==> src/rtl/spim_pkg.sv <==
package spim_pkg;
  localparam int SPIM_DIV_W    = 3;
  localparam int SPIM_LEN_W    = 5;
  localparam int SPIM_LEAD_W   = 8;
  localparam int SPIM_MAX_BITS = 1 << SPIM_LEN_W;
  localparam int SPIM_MIN_BITS = 4;

  typedef enum logic [1:0] {
    XM_DUPLEX = 2'd0,
    XM_TXONLY = 2'd1,
    XM_RXONLY = 2'd2,
    XM_SPARE  = 2'd3
  } xfer_mode_e;

  // Packed MSB first: lead [19:12], mode [11:10], len [9:5], cpha [4], cpol [3], div [2:0]
  typedef struct packed {
    logic [SPIM_LEAD_W-1:0] lead;
    xfer_mode_e             mode;
    logic [SPIM_LEN_W-1:0]  len;
    logic                   cpha;
    logic                   cpol;
    logic [SPIM_DIV_W-1:0]  div;
  } chan_cfg_t;

  localparam int SPIM_CFG_W = $bits(chan_cfg_t);

  typedef enum logic [1:0] {ST_IDLE, ST_LEAD, ST_SHIFT, ST_TAIL} eng_state_e;
endpackage

==> src/rtl/spim_cfg_bank.sv <==
module spim_cfg_bank
  import spim_pkg::*;
#(
  parameter int NCH  = 4,
  parameter int CH_W = $clog2(NCH)
) (
  input  logic            clk,
  input  logic            rst,
  input  logic            wr_en,
  input  logic [CH_W-1:0] wr_ch,
  input  chan_cfg_t       wr_cfg,
  input  logic [CH_W-1:0] rd_ch,
  output chan_cfg_t       rd_cfg
);
  chan_cfg_t bank [NCH];

  for (genvar g = 0; g < NCH; g++) begin : g_ch
    chan_cfg_t cfg_q;
    always_ff @(posedge clk) begin
      if (rst) cfg_q <= '0;
      else if (wr_en && wr_ch == CH_W'(g)) cfg_q <= wr_cfg;
    end
    assign bank[g] = cfg_q;
  end

  assign rd_cfg = bank[rd_ch];
endmodule

==> src/rtl/spim_halfper.sv <==
module spim_halfper #(
  parameter int DIV_W = 3,
  parameter int CNT_W = (1 << DIV_W) - 1
) (
  input  logic             clk,
  input  logic             rst,
  input  logic             restart,
  input  logic             run,
  input  logic [DIV_W-1:0] div,
  output logic             tick
);
  logic [CNT_W-1:0] cnt;
  logic [CNT_W-1:0] reload;

  assign reload = CNT_W'((1 << div) - 1);
  assign tick   = run && !restart && (cnt == '0);

  always_ff @(posedge clk) begin
    if (rst)          cnt <= '0;
    else if (restart) cnt <= reload;
    else if (run)     cnt <= (cnt == '0) ? reload : cnt - 1'b1;
  end

  // the half-period counter never exceeds the selected ratio
  assert_count_in_range_R3: assert property (@(posedge clk) disable iff (rst)
    run |-> (cnt <= reload));
endmodule

==> src/rtl/spim_engine.sv <==
module spim_engine
  import spim_pkg::*;
#(
  parameter int NCH  = 4,
  parameter int CH_W = $clog2(NCH),
  parameter int DW   = SPIM_MAX_BITS
) (
  input  logic            clk,
  input  logic            rst,
  input  logic            start,
  input  logic [CH_W-1:0] ch_sel,
  input  chan_cfg_t       sel_cfg,
  input  logic [DW-1:0]   tx_word,
  input  logic            miso,
  output logic            sclk,
  output logic            mosi,
  output logic            busy,
  output logic            done,
  output logic            rx_valid,
  output logic [NCH-1:0]  cs_n,
  output logic [DW-1:0]   rx_word
);
  localparam int EC_W = SPIM_LEN_W + 1;
  localparam logic [SPIM_LEN_W-1:0] MIN_LEN = SPIM_LEN_W'(SPIM_MIN_BITS - 1);
  localparam logic [SPIM_LEN_W-1:0] TOP_BIT = SPIM_LEN_W'(DW - 1);

  eng_state_e              state;
  chan_cfg_t               act;
  chan_cfg_t               sel_fix;
  logic [DW-1:0]           tx_sh, rx_sh;
  logic [EC_W-1:0]         ecnt;
  logic [SPIM_LEAD_W-1:0]  lead_cnt;
  logic [SPIM_LEN_W-1:0]   len_eff, pad;
  logic hp_tick, hp_restart, hp_run, tx_en, rx_en, smp_edge, last_edge;

  assign len_eff = (sel_cfg.len < MIN_LEN) ? MIN_LEN : sel_cfg.len;
  assign pad     = TOP_BIT - len_eff;
  always_comb begin
    sel_fix     = sel_cfg;
    sel_fix.len = len_eff;
  end

  assign tx_en      = act.mode != XM_RXONLY;
  assign rx_en      = act.mode != XM_TXONLY;
  assign smp_edge   = ecnt[0] == act.cpha;
  assign last_edge  = ecnt == {act.len, act.cpha};
  assign hp_restart = (state == ST_LEAD) && (lead_cnt == '0);
  assign hp_run     = (state == ST_SHIFT) || (state == ST_TAIL);

  spim_halfper #(.DIV_W(SPIM_DIV_W)) u_half (
    .clk(clk), .rst(rst), .restart(hp_restart), .run(hp_run),
    .div(act.div), .tick(hp_tick)
  );

  always_ff @(posedge clk) begin
    if (rst) begin
      state <= ST_IDLE;  act <= '0;  tx_sh <= '0;  rx_sh <= '0;
      ecnt <= '0;  lead_cnt <= '0;  sclk <= 1'b0;  mosi <= 1'b0;
      busy <= 1'b0;  done <= 1'b0;  rx_valid <= 1'b0;
      cs_n <= '1;  rx_word <= '0;
    end else begin
      done     <= 1'b0;
      rx_valid <= 1'b0;
      case (state)
        ST_IDLE: begin
          sclk <= sel_cfg.cpol;
          if (start) begin
            act      <= sel_fix;
            cs_n     <= ~(NCH'(1) << ch_sel);
            busy     <= 1'b1;
            tx_sh    <= tx_word << pad;
            rx_sh    <= '0;
            ecnt     <= '0;
            lead_cnt <= sel_cfg.lead;
            state    <= ST_LEAD;
          end
        end
        ST_LEAD: begin
          if (lead_cnt == '0) begin
            state <= ST_SHIFT;
            if (!act.cpha && tx_en) begin
              mosi  <= tx_sh[DW-1];
              tx_sh <= {tx_sh[DW-2:0], 1'b0};
            end
          end else begin
            lead_cnt <= lead_cnt - 1'b1;
          end
        end
        ST_SHIFT: begin
          if (hp_tick) begin
            sclk <= ~sclk;
            ecnt <= ecnt + 1'b1;
            if (smp_edge) begin
              rx_sh <= {rx_sh[DW-2:0], miso};
              if (last_edge) begin
                state <= ST_TAIL;
                done  <= 1'b1;
                if (rx_en) begin
                  rx_valid <= 1'b1;
                  rx_word  <= {rx_sh[DW-2:0], miso};
                end
              end
            end else if (tx_en) begin
              mosi  <= tx_sh[DW-1];
              tx_sh <= {tx_sh[DW-2:0], 1'b0};
            end
          end
        end
        ST_TAIL: begin
          if (hp_tick) begin
            sclk  <= act.cpol;
            mosi  <= 1'b0;
            cs_n  <= '1;
            busy  <= 1'b0;
            state <= ST_IDLE;
          end
        end
        default: state <= ST_IDLE;
      endcase
    end
  end

  assert_one_select_R1: assert property (@(posedge clk) disable iff (rst)
    $onehot0(~cs_n));
  assert_busy_matches_select_R10: assert property (@(posedge clk) disable iff (rst)
    busy == (cs_n != '1));
  assert_start_ignored_R10: assert property (@(posedge clk) disable iff (rst)
    (busy && start) |=> (cs_n == $past(cs_n)) || (cs_n == '1));
  assert_done_single_R9: assert property (@(posedge clk) disable iff (rst)
    done |=> !done);
  assert_done_while_selected_R9: assert property (@(posedge clk) disable iff (rst)
    done |-> (cs_n != '1));
  assert_rx_valid_with_done_R7: assert property (@(posedge clk) disable iff (rst)
    rx_valid |-> done);
  assert_rx_only_quiet_R8: assert property (@(posedge clk) disable iff (rst)
    (busy && act.mode == XM_RXONLY) |-> !mosi);
  assert_lead_clock_idle_R6: assert property (@(posedge clk) disable iff (rst)
    (state == ST_LEAD) |-> (sclk == act.cpol));
endmodule

==> src/rtl/spim_master.sv <==
module spim_master
  import spim_pkg::*;
#(
  parameter int NCH  = 4,
  parameter int CH_W = $clog2(NCH)
) (
  input  logic                     clk,
  input  logic                     rst,
  input  logic                     cfg_we,
  input  logic [CH_W-1:0]          cfg_ch,
  input  logic [SPIM_CFG_W-1:0]    cfg_wdata,
  input  logic                     start,
  input  logic [CH_W-1:0]          ch_sel,
  input  logic [SPIM_MAX_BITS-1:0] tx_word,
  output logic                     busy,
  output logic                     done,
  output logic                     rx_valid,
  output logic [SPIM_MAX_BITS-1:0] rx_word,
  output logic                     sclk,
  output logic                     mosi,
  input  logic                     miso,
  output logic [NCH-1:0]           cs_n
);
  chan_cfg_t sel_cfg;

  spim_cfg_bank #(.NCH(NCH), .CH_W(CH_W)) u_bank (
    .clk(clk), .rst(rst), .wr_en(cfg_we), .wr_ch(cfg_ch),
    .wr_cfg(chan_cfg_t'(cfg_wdata)), .rd_ch(ch_sel), .rd_cfg(sel_cfg)
  );

  spim_engine #(.NCH(NCH), .CH_W(CH_W), .DW(SPIM_MAX_BITS)) u_eng (
    .clk(clk), .rst(rst), .start(start), .ch_sel(ch_sel), .sel_cfg(sel_cfg),
    .tx_word(tx_word), .miso(miso), .sclk(sclk), .mosi(mosi), .busy(busy),
    .done(done), .rx_valid(rx_valid), .cs_n(cs_n), .rx_word(rx_word)
  );
endmodule

==> config.mk <==
export PLATFORM = sky130hd
export DESIGN_NAME = spim_master
export DESIGN_NICKNAME = d
export VERILOG_FILES = /design/src/rtl/spim_pkg.sv /design/src/rtl/spim_cfg_bank.sv /design/src/rtl/spim_halfper.sv /design/src/rtl/spim_engine.sv /design/src/rtl/spim_master.sv
export SDC_FILE = /design/constraint.sdc
export NUM_CORES = 1
export LEC_CHECK = 0
export ABC_CLOCK_PERIOD_IN_PS = 3250
export BUFFER_PORTS_ARGS = -buffer_cell sky130_fd_sc_hd__buf_2
export CORE_UTILIZATION = 60
export CTS_CLUSTER_DIAMETER = 100
export DETAILED_ROUTE_END_ITERATION = 7
export GPL_TIMING_DRIVEN = 0
export PLACE_DENSITY = 0.8
export SYNTH_ARGS = -nofsm -noshare
export SYNTH_HDL_FRONTEND = slang
export SYNTH_SLANG_ARGS = --single-unit
==> constraint.sdc <==
create_clock -name clk -period 3.25 [get_ports clk]
set_input_delay 0.325 -clock clk [delete_from_list [all_inputs] [get_ports clk]]
set_output_delay 0.325 -clock clk [all_outputs]
set_load 0.05 [all_outputs]
# Yosys cells after proc, flatten, opt, wreduce, memory -nomap -nowiden
# Index checks and enable logic that the tools add are counted.
word_totals:
  register_bits: 219
  in_bits: 61
  output_inout_bits: 41
  word_cells: 161
op_classes:
  n_addsub: 5
  order_cmp: 2
  eq_ne: 20
  shifts: 3
  muxes: 48
  n_bitwise: 7
  reduce_logical: 34
op_table:
  columns: ["cell", "n"]
  rows:
  - ["2-to-1 mux 32 bit", 6]
  - ["case mux 32 bit (3 select lines)", 1]
  - ["2-to-1 mux 31 bit", 3]
  - ["case mux 31 bit (2 select lines)", 1]
  - ["binary-select mux 20 bit (select 2 bit)", 1]
  - ["2-to-1 mux 20 bit", 2]
  - ["left shift 32 x 5 -> 32 bit", 1]
  - ["2-to-1 mux 7 bit", 3]
  - ["2-to-1 mux 8 bit", 2]
  - ["case mux 8 bit (2 select lines)", 1]
  - ["AND reduction 7 bit", 2]
  - ["2-to-1 mux 2 bit", 6]
  - ["2-to-1 mux 6 bit", 2]
  - ["!= test 2 x 1 -> 1 bit, second input constant", 6]
  - ["!= test 2 bit, second input constant", 6]
  - ["case mux 6 bit (2 select lines)", 1]
  - ["AND reduction 3 bit", 4]
  - ["2-to-1 mux 1 bit", 11]
  - ["nonzero test 3 bit", 3]
  - ["equality test 2 bit, second input constant", 4]
  - ["logical AND 1 bit", 8]
  - ["zero test 8 bit", 1]
  - ["2-to-1 mux 4 bit", 2]
  - ["case mux 2 bit (4 select lines)", 1]
  - ["30 further kinds", 41]

# Logic depth before layout (Yosys ltp)
# Gate-level depths: netlist of the first run.
logic_depth:
  word_depth: 10
  ltp_mapped: 12
  mapped_depth_nobuf: 10

# Cells and area by module
# Synthesis of the first run repeated with hierarchy kept, for this count alone.
unflattened:
  hier_cells: 1273
  hier_area_um2: 11464.7
modules_own_cells:
  columns: ["mod", "n_inst", "cells_each", "area_per_inst_um2", "seq_area_each_um2"]
  rows:
  - ["spim_engine", 1, 893, 7258.2, 2642.5]
  - ["spim_cfg_bank", 1, 309, 3638.5, 1601.5]
  - ["spim_halfper", 1, 71, 568.0, 140.1]

# Least setup slack after synthesis of the first run
# OpenSTA, ideal clock, no wires.
synth_path:
  path_kind: "input to register"
  startpoint: "input ch_sel[1]"
  endpoint: "register u_eng.tx_sh[31]"
  setup_time_ns: 0.134
  arrival_ns: 2.769
  required_ns: 3.116
  slack_ns: 0.347
  stages: 9
  path_buffers: 2
  cell_sequence: "buf_6 -> mux4_2 -> or3_1 -> buf_6 -> nand2_2 -> mux4_2 -> a221o_1 -> a211oi_1 -> a211oi_1"
synth_between:
  elab_chain_cells: 10
synth_rtl:
  columns: ["item", "line", "source"]
  rows:
  - ["start, declared", "spim_master.sv:13", "input logic [CH_W-1:0] ch_sel,"]
  - ["NOT 2 -> 3 bit (implied by the code) (*)", "spim_cfg_bank.sv:26", "assign rd_cfg = bank[rd_ch];"]
  - ["binary-select mux 20 bit (select 2 bit) (*)", "spim_cfg_bank.sv:26", null]
  - ["2-to-1 mux 20 bit (implied by the code) (*) (2 in series)", "spim_cfg_bank.sv:26", null]
  - ["< comparator 5 x 2 -> 1 bit", "spim_engine.sv:36", "assign len_eff = (sel_cfg.len < MIN_LEN) ? MIN_LEN : sel_cfg.len;"]
  - ["2-to-1 mux 5 bit (*)", "spim_engine.sv:36", null]
  - ["subtractor 5 bit (*)", "spim_engine.sv:37", "assign pad = TOP_BIT - len_eff;"]
  - ["left shift 32 x 5 -> 32 bit (*)", "spim_engine.sv:71", "tx_sh <= tx_word << pad;"]
  - ["2-to-1 mux 32 bit (*)", "spim_engine.sv:67", "if (start) begin"]
  - ["case mux 32 bit (3 select lines) (*)", "spim_engine.sv:64", "case (state)"]
  - ["end signal, assigned", "spim_engine.sv:71", null]
  - ["end signal, assigned", "spim_engine.sv:83", "tx_sh <= {tx_sh[DW-2:0], 1'b0};"]
  - ["end signal, assigned", "spim_engine.sv:105", "tx_sh <= {tx_sh[DW-2:0], 1'b0};"]
  - ["end, declared", "spim_engine.sv:30", "logic [DW-1:0] tx_sh, rx_sh;"]
# Every way passes the cells marked *; elsewhere a longest branch is shown, timed or not. The select of a mux whose other input is x is not followed.
# A chain may end at the register's enable or synchronous reset.

# Worst setup path in the final report of the first run
layout_path:
  startpoint: "register u_bank.g_ch[3].cfg_q, in the netlist u_bank.bank[8]"
  endpoint: "register u_eng.tx_sh[31]"
layout_between:
  elab_chain_cells: 9
layout_rtl:
  columns: ["item", "line", "source"]
  rows:
  - ["start, declared", "spim_cfg_bank.sv:18", "chan_cfg_t cfg_q;"]
  - ["start signal, assigned", "spim_cfg_bank.sv:21", "else if (wr_en && wr_ch == CH_W'(g)) cfg_q <= wr_cfg;"]
  - ["binary-select mux 20 bit (select 2 bit) (*)", "spim_cfg_bank.sv:26", null]
  - ["2-to-1 mux 20 bit (implied by the code) (*) (2 in series)", "spim_cfg_bank.sv:26", null]
  - ["< comparator 5 x 2 -> 1 bit", "spim_engine.sv:36", null]
  - ["2-to-1 mux 5 bit (*)", "spim_engine.sv:36", null]
  - ["subtractor 5 bit (*)", "spim_engine.sv:37", null]
  - ["left shift 32 x 5 -> 32 bit (*)", "spim_engine.sv:71", null]
  - ["2-to-1 mux 32 bit (*)", "spim_engine.sv:67", null]
  - ["case mux 32 bit (3 select lines) (*)", "spim_engine.sv:64", null]
# Marks and branches as above.

==> results of run 1 <==
-- metal layers --
layer / vias to the layer above / GRT usage
li1: 5244 / -
met1: 5408 / 0.516
met2: 575 / 0.585
met3: 88 / 0.0530
met4: 0 / 0.129
met5: - / 0
-- area by class of cell --
cell class | instances | area (um^2) | share of cell area
Buffer | 120 | 510 | 0.0403
Clock buffer | 32 | 619 | 0.0489
Clock inverter | 7 | 104 | 0.00820
Inverter | 15 | 56.3 | 0.00445
Multi-Input combinational cell | 1046 | 6210 | 0.491
Sequential cell | 219 | 4380 | 0.346
Tap cell | 229 | 287 | 0.0226
Timing Repair Buffer | 98 | 490 | 0.0387
-- cells by family after synthesis --
family	Yosys count	share of synthesized area
DFF	219	0.394
muxes	55	0.0771
buffers and inverters	135	0.0505
xor gates and xnor gates	12	0.00945
and+or+nand+nor	527	0.201
AOI/OAI and AO/OA	443	0.257
adders and majority gates	9	0.0101
-- repair_timing --
item                       4_1_cts  5_1_grt
setup endpoints to repair       60       94
resized for setup                0       16
pin swaps                        0        1
-- cells in the final DEF (no fill, tap or decap), drive strengths merged, types with 21 or more instances in the layout --
cell / Yosys / routed
buf: 25 / 124
mux4: 24 / 24
mux2i: 26 / 26
a21oi: 177 / 177
nor2: 93 / 93
a22oi: 43 / 43
clkbuf: 95 / 126
nand3: 21 / 21
a221oi: 30 / 30
o21ai: 72 / 72
nand2: 329 / 329
a211oi: 25 / 25
dfxtp: 219 / 219
-- power by group through the flow --
| stage | logic, mW | registers, mW | clock network (mW) |
|---|---|---|---|
| after floorplan | 2.08 | 3.19 | 0 |
| after global placement | 2.84 | 3.16 | 0 |
| after detailed placement | 2.90 | 3.17 | 0 |
| after CTS | 2.92 | 3.12 | 2.59 |
| after global routing | 3.37 | 3.15 | 2.69 |
| final | 3.08 | 3.13 | 2.59 |
-- sequential cells by signal, indices dropped and copies added, names as in the netlist --
name              cells
u_bank.bank          80
u_eng.act            12
u_eng.busy            1
u_eng.cs_n            4
u_eng.done            1
u_eng.ecnt            6
u_eng.lead_cnt        8
u_eng.mosi            1
u_eng.rx_sh          31
u_eng.rx_valid        1
u_eng.rx_word        32
u_eng.sclk            1
u_eng.state           2
u_eng.tx_sh          32
u_eng.u_half.cnt      7
-- worst reg2reg max path: stages, from the launching register on --
cell and delay, ps:
dfxtp_1 320, mux4_2 630, or3_1 430, buf_6 150, nand2_2 180, mux4_2 590, a221o_1 340, a211oi_1 220
a211oi_1 100
-- path summary, 6_finish.rpt --
| kind | start | to | slack [ps] | depth (start not counted) |
|---|---|---|---|---|
| worst max-delay path | u_bank.bank[8] | u_eng.tx_sh[31] | 150 | 8 |
| worst min register to register | u_eng.rx_word[4] | u_eng.rx_word[4] | 450 | 2 |
| worst max register to register | u_bank.bank[8] | u_eng.tx_sh[31] | 150 | 8 |
| worst min-delay path | cfg_wdata[19] | u_bank.bank[59] | 70 | 3 |
-- through the flow --
| stage | TNS [ps] | utilization | setup WS (ps) | hold slack, ps | cell area [um^2] |
|---|---|---|---|---|---|
| after CTS | -5360 | 0.698 | -177 | 61.3 | 12600 |
| final | 0 | 0.700 | 149 | 66.3 | 12700 |
| after global routing | -289 | 0.700 | -45.0 | 67.5 | 12700 |
| after global placement | -2780 | 0.658 | -135 | 435 | 11900 |
| after floorplan | 0 | - | 347 | 432 | 11100 |
| after detailed placement | -3980 | 0.658 | -153 | 441 | 11900 |
==> run summary, run 1 <==
Met1 Routed Length: 15,000 um
EDFF count, synth: 0
PortBufs: 98
fmax: 322 MHz
Die Span Y: 138 um
postcts setup bufs: 0
Met2 Routed Length: 16,100 um
net count of the mapped netlist: 1,470
fin crit share: 0.954
CTS Buf Count: 23
Ant. Diodes: 0
CP Buf/Inv Count: 1
P_leak: 4.62 nW
Initial Utilization: 0.615
Crit Path Class: reg2reg
vias in the first global route: 10,500
CP cell instances: mux4_2 > or3_1 > buf_6 > nand2_2 > mux4_2 > a221o_1 > a211oi_1 > a211oi_1
sw power: 3.35 mW
Worst VDD drop: 0.503 mV
hold crit path type: in2reg
flip-flop and latch count after synthesis: 219
final non-filler cell total: 1,766
area of the core: 0.0181 mm^2
crit path max fanout: 9
Worst-Skew Late Latency: 530 ps
DR WL met3: 3280 um
CP max stage delay: 630 ps
total track usage: 0.369
Final ANT Viol Nets: 0
post-DP HPWL: 25,500 um
P_int: 5.45 mW
I/O Pins: 102
Yosys cell types: 71
Die W: 138 um
fin crit period: 3100 ps
Max Cap Viol: 0
Data required, critical path: 3620 ps
Final GP Congestion: 1.02
worst path arrival time: 3470 ps
Yosys warnings: 0
Die ar.: 0.0191 mm^2
area leader, netlist: dfxtp_1
H-tree depth: 1
num rows: 49
max-slew violations: 0
Max clock buf depth: 3
most common cell in the netlist: nand2_1
Seq pwr share: 0.355
worst rel slew slack: 0.428
Slew @ Worst Pin: 859 ps
clk slew on worst S/H paths: 60 ps
first-pass GRT wire length: 56,400 um
Syn Inst Count: 1,400
clock sinks: 219
Critical Path Sink Type: register
GR Overflow Total: 0
DR vias: 11,300
TritonRoute pass-1 iters: 7
Clk pwr share: 0.294
first-iteration detailed-routing DRC count: 1,152
DR WL/cell: 20.1 um
fillers: 1,564
startpoint types: register
asr flop ratio synth: 0
placed cells: 1,727
Area contributors post-synth: dfxtp_1 (39%), nand2_1 (11%), a21oi_1 (7.9%), mux4_2 (4.9%), clkbuf_1 (3.2%)
status: finished, violations left
Max Used Layer: met4
share of layout cells above drive strength 1: 0.137
Layout area overhead: 13.9%
Most used DFF post-synth: dfxtp_1
# hold bufs at CTS: 0
Commonest cells post-synth: nand2_1 (327), dfxtp_1 (219), a21oi_1 (176), clkbuf_1 (95), nor2_1 (93)
Net Sw Frac: 0.381
final setup fails: 0
family with the most delay on the worst path: multiplexers
Final Hold Viols: 0
violated checks: design-rule violations
post-synthesis sequential area ratio: 0.394
number of vias per cell: 6.41
Syn Area/Cell: 7.94 um^2
Slowest cell on crit path: mux4_2
Layout Nets: 1,593
CTS tree: done
WL final: 35,500 um
clk root buf: clkbuf_16
Synth Cell Area: 0.0111 mm^2
area share of the largest cell type after synthesis: 0.394
largest net degree at the start of global routing: 14
Clock Skew: 23.6 ps
initial antenna violation count: 0
Power, Total: 8.80 mW
Remaining DRCs: 8
logic gate share of total power: 0.350
Power Density: 695 mW/mm^2
Note: power is estimated with default switching activity, not from simulation.
==> run 2, diff against run 1 <==
ABC_AREA = 1   (was default)
PLACE_DENSITY = 0.81   (was 0.8)
==> run summary, run 2 <==
area share of the largest cell type after synthesis: 0.403
asr flop ratio synth: 0
final setup fails: 0
clk slew on worst S/H paths: 60 ps
Yosys warnings: 0
Max Cap Viol: 0
vias in the first global route: 10,600
Largest register FFs: 80
Data required, critical path: 3680 ps
EDFF count, synth: 0
Remaining DRCs: 0
TritonRoute pass-1 iters: 7
GR Overflow Total: 0
Die Span Y: 137 um
WL final: 33,300 um
# hold bufs at CTS: 0
I/O Pins: 102
clock sinks: 219
initial antenna violation count: 1
CTS Buf Count: 23
num rows: 48
Syn Inst Count: 1,609
Power Density: 738 mW/mm^2
Slew @ Worst Pin: 754 ps
Layout area overhead: 14.4%
PortBufs: 99
area taken by flip-flops and latches: 0.00438 mm^2
DR vias: 11,700
RSZ-0062 raised after global routing: no
number of vias per cell: 5.92
Power, Total: 9.19 mW
Yosys cell types: 49
Clock Skew: 21.7 ps
flip-flop and latch count after synthesis: 219
postcts setup bufs: 0
DR WL/cell: 16.8 um
Critical Path Sink Type: register
worst rel slew slack: 0.498
H-tree depth: 1
worst path arrival time: 3220 ps
commonest non-fill, non-tap cell in the layout: nand2_1
CTS tree: done
fillers: 1,519
Syn Area/Cell: 6.76 um^2
Final TNS setup: 0 ps
Worst VDD drop: 0.674 mV
fin crit period: 2800 ps
first-pass GRT wire length: 52,500 um
Final GP Congestion: 1.01
net count of the mapped netlist: 1,679
post-CTS sizing: 0
Most used DFF post-synth: dfxtp_1
Final ANT Viol Nets: 0
status: finished, final reports clean
Worst-Skew Late Latency: 510 ps
area of the core: 0.0175 mm^2
fmax: 358 MHz
Die ar.: 0.0187 mm^2
largest net degree at the start of global routing: 15
footprint of the multi-input gates: 0.00554 mm^2
P_leak: 5.57 nW
Crit Path Class: reg2reg
max-slew violations: 0
Initial Utilization: 0.623
most common cell in the netlist: nand2_1
share of layout cells above drive strength 1: 0.106
Area contributors post-synth: dfxtp_1 (40%), nand3_1 (11%), nand2_1 (9.6%), o21ai_0 (7.4%), nor2_1 (7.1%)
total track usage: 0.357
Max clock buf depth: 3
first-iteration detailed-routing DRC count: 1,401
Commonest cells post-synth: nand2_1 (279), nand3_1 (236), dfxtp_1 (219), nor2_1 (205), o21ai_0 (162)
Final Hold Viols: 0
most frequent cells in the layout: nand2_1 (279), nand3_1 (236), dfxtp_1 (219)
clk root buf: clkbuf_16
Synth Cell Area: 0.0109 mm^2
post-DP HPWL: 23,900 um
crit path max fanout: 10
area leader, netlist: dfxtp_1
startpoint types: register
Layout Nets: 1,803
Die W: 137 um
post-synthesis sequential area ratio: 0.403
fin crit share: 0.860
hold crit path type: in2reg
## run 2: cell count changes after synthesis, moves of 24 or more
cell	delta
mux2i_1	-25
a21oi_1	-38
clkbuf_1	-28
o21ai_0	+104
a22oi_1	-34
inv_1	+113
mux4_2	-24
nand3_1	+215
nand2_1	-48
nor2_1	+112
## run 2: per-layer routing
metal | GRT usage | vias up | part of all wire
li1 | - | 5620 | -
met1 | 0.469 | 5371 | 0.42
met2 | 0.590 | 600 | 0.47
met3 | 0.0430 | 101 | 0.081
met4 | 0.149 | 0 | 0.036
met5 | 0 | - | 0
## run 2: path summary, 6_finish.rpt
check                           slack, ps               to  cells after the start             from
worst max-delay path                  450   u_eng.rx_sh[1]                     12   u_eng.state[0]
worst min-delay path                   80  u_bank.bank[57]                      3    cfg_wdata[17]
worst max register to register        450   u_eng.rx_sh[1]                     12   u_eng.state[0]
worst min register to register        450  u_bank.bank[78]                      2  u_bank.bank[78]
## run 2: cell type report
class	count	share of cell area
Antenna cell	1	0.000201
Buffer	98	0.0355
Clock buffer	31	0.0510
Clock inverter	9	0.0124
Inverter	136	0.0414
Multi-Input combinational cell	1156	0.445
Sequential cell	219	0.352
Tap cell	225	0.0226
Timing Repair Buffer	99	0.0398
## run 2: critical path, cell delays in order, from the launching register on
cell	delay, ps
dfxtp_1	380
inv_1	90
ha_1	290
nor2_1	220
inv_1	120
nand3_1	180
nand2_1	100
nand2_1	200
inv_1	120
o21ai_1	270
clkbuf_1	470
nand2_1	110
a21oi_1	150
## run 2: logic make-up after synthesis
| logic type | share of synthesized area |
|---|---|
| adders and majority gates | 0.0103 |
| buffers and inverters | 0.0879 |
| AOI/OAI and AO/OA | 0.184 |
| xor gates and xnor gates | 0.00724 |
| DFF | 0.403 |
| muxes | 0.000920 |
| and+or+nand+nor | 0.307 |
## run 2: power breakdown
group	switching, mW	total, mW	internal (mW)
combinational	2.29	3.28	0.988
sequential	0.182	3.15	2.97
clock	1.07	2.76	1.69
## run 2: stage by stage
| stage | setup WS [ps] | hold slack, ps | cells | util | area (um^2) |
|---|---|---|---|---|---|
| final | 455 | 75.2 | 1974 | 0.713 | 12500 |
| after global routing | 207 | 97.4 | 1974 | 0.713 | 12500 |
| after CTS | 523 | 69.7 | 1973 | 0.712 | 12500 |
| after detailed placement | 581 | 444 | 1933 | 0.667 | 11700 |
| after global placement | 626 | 437 | 1933 | 0.667 | 11700 |
| after floorplan | 1230 | 425 | 1609 | - | 10900 |
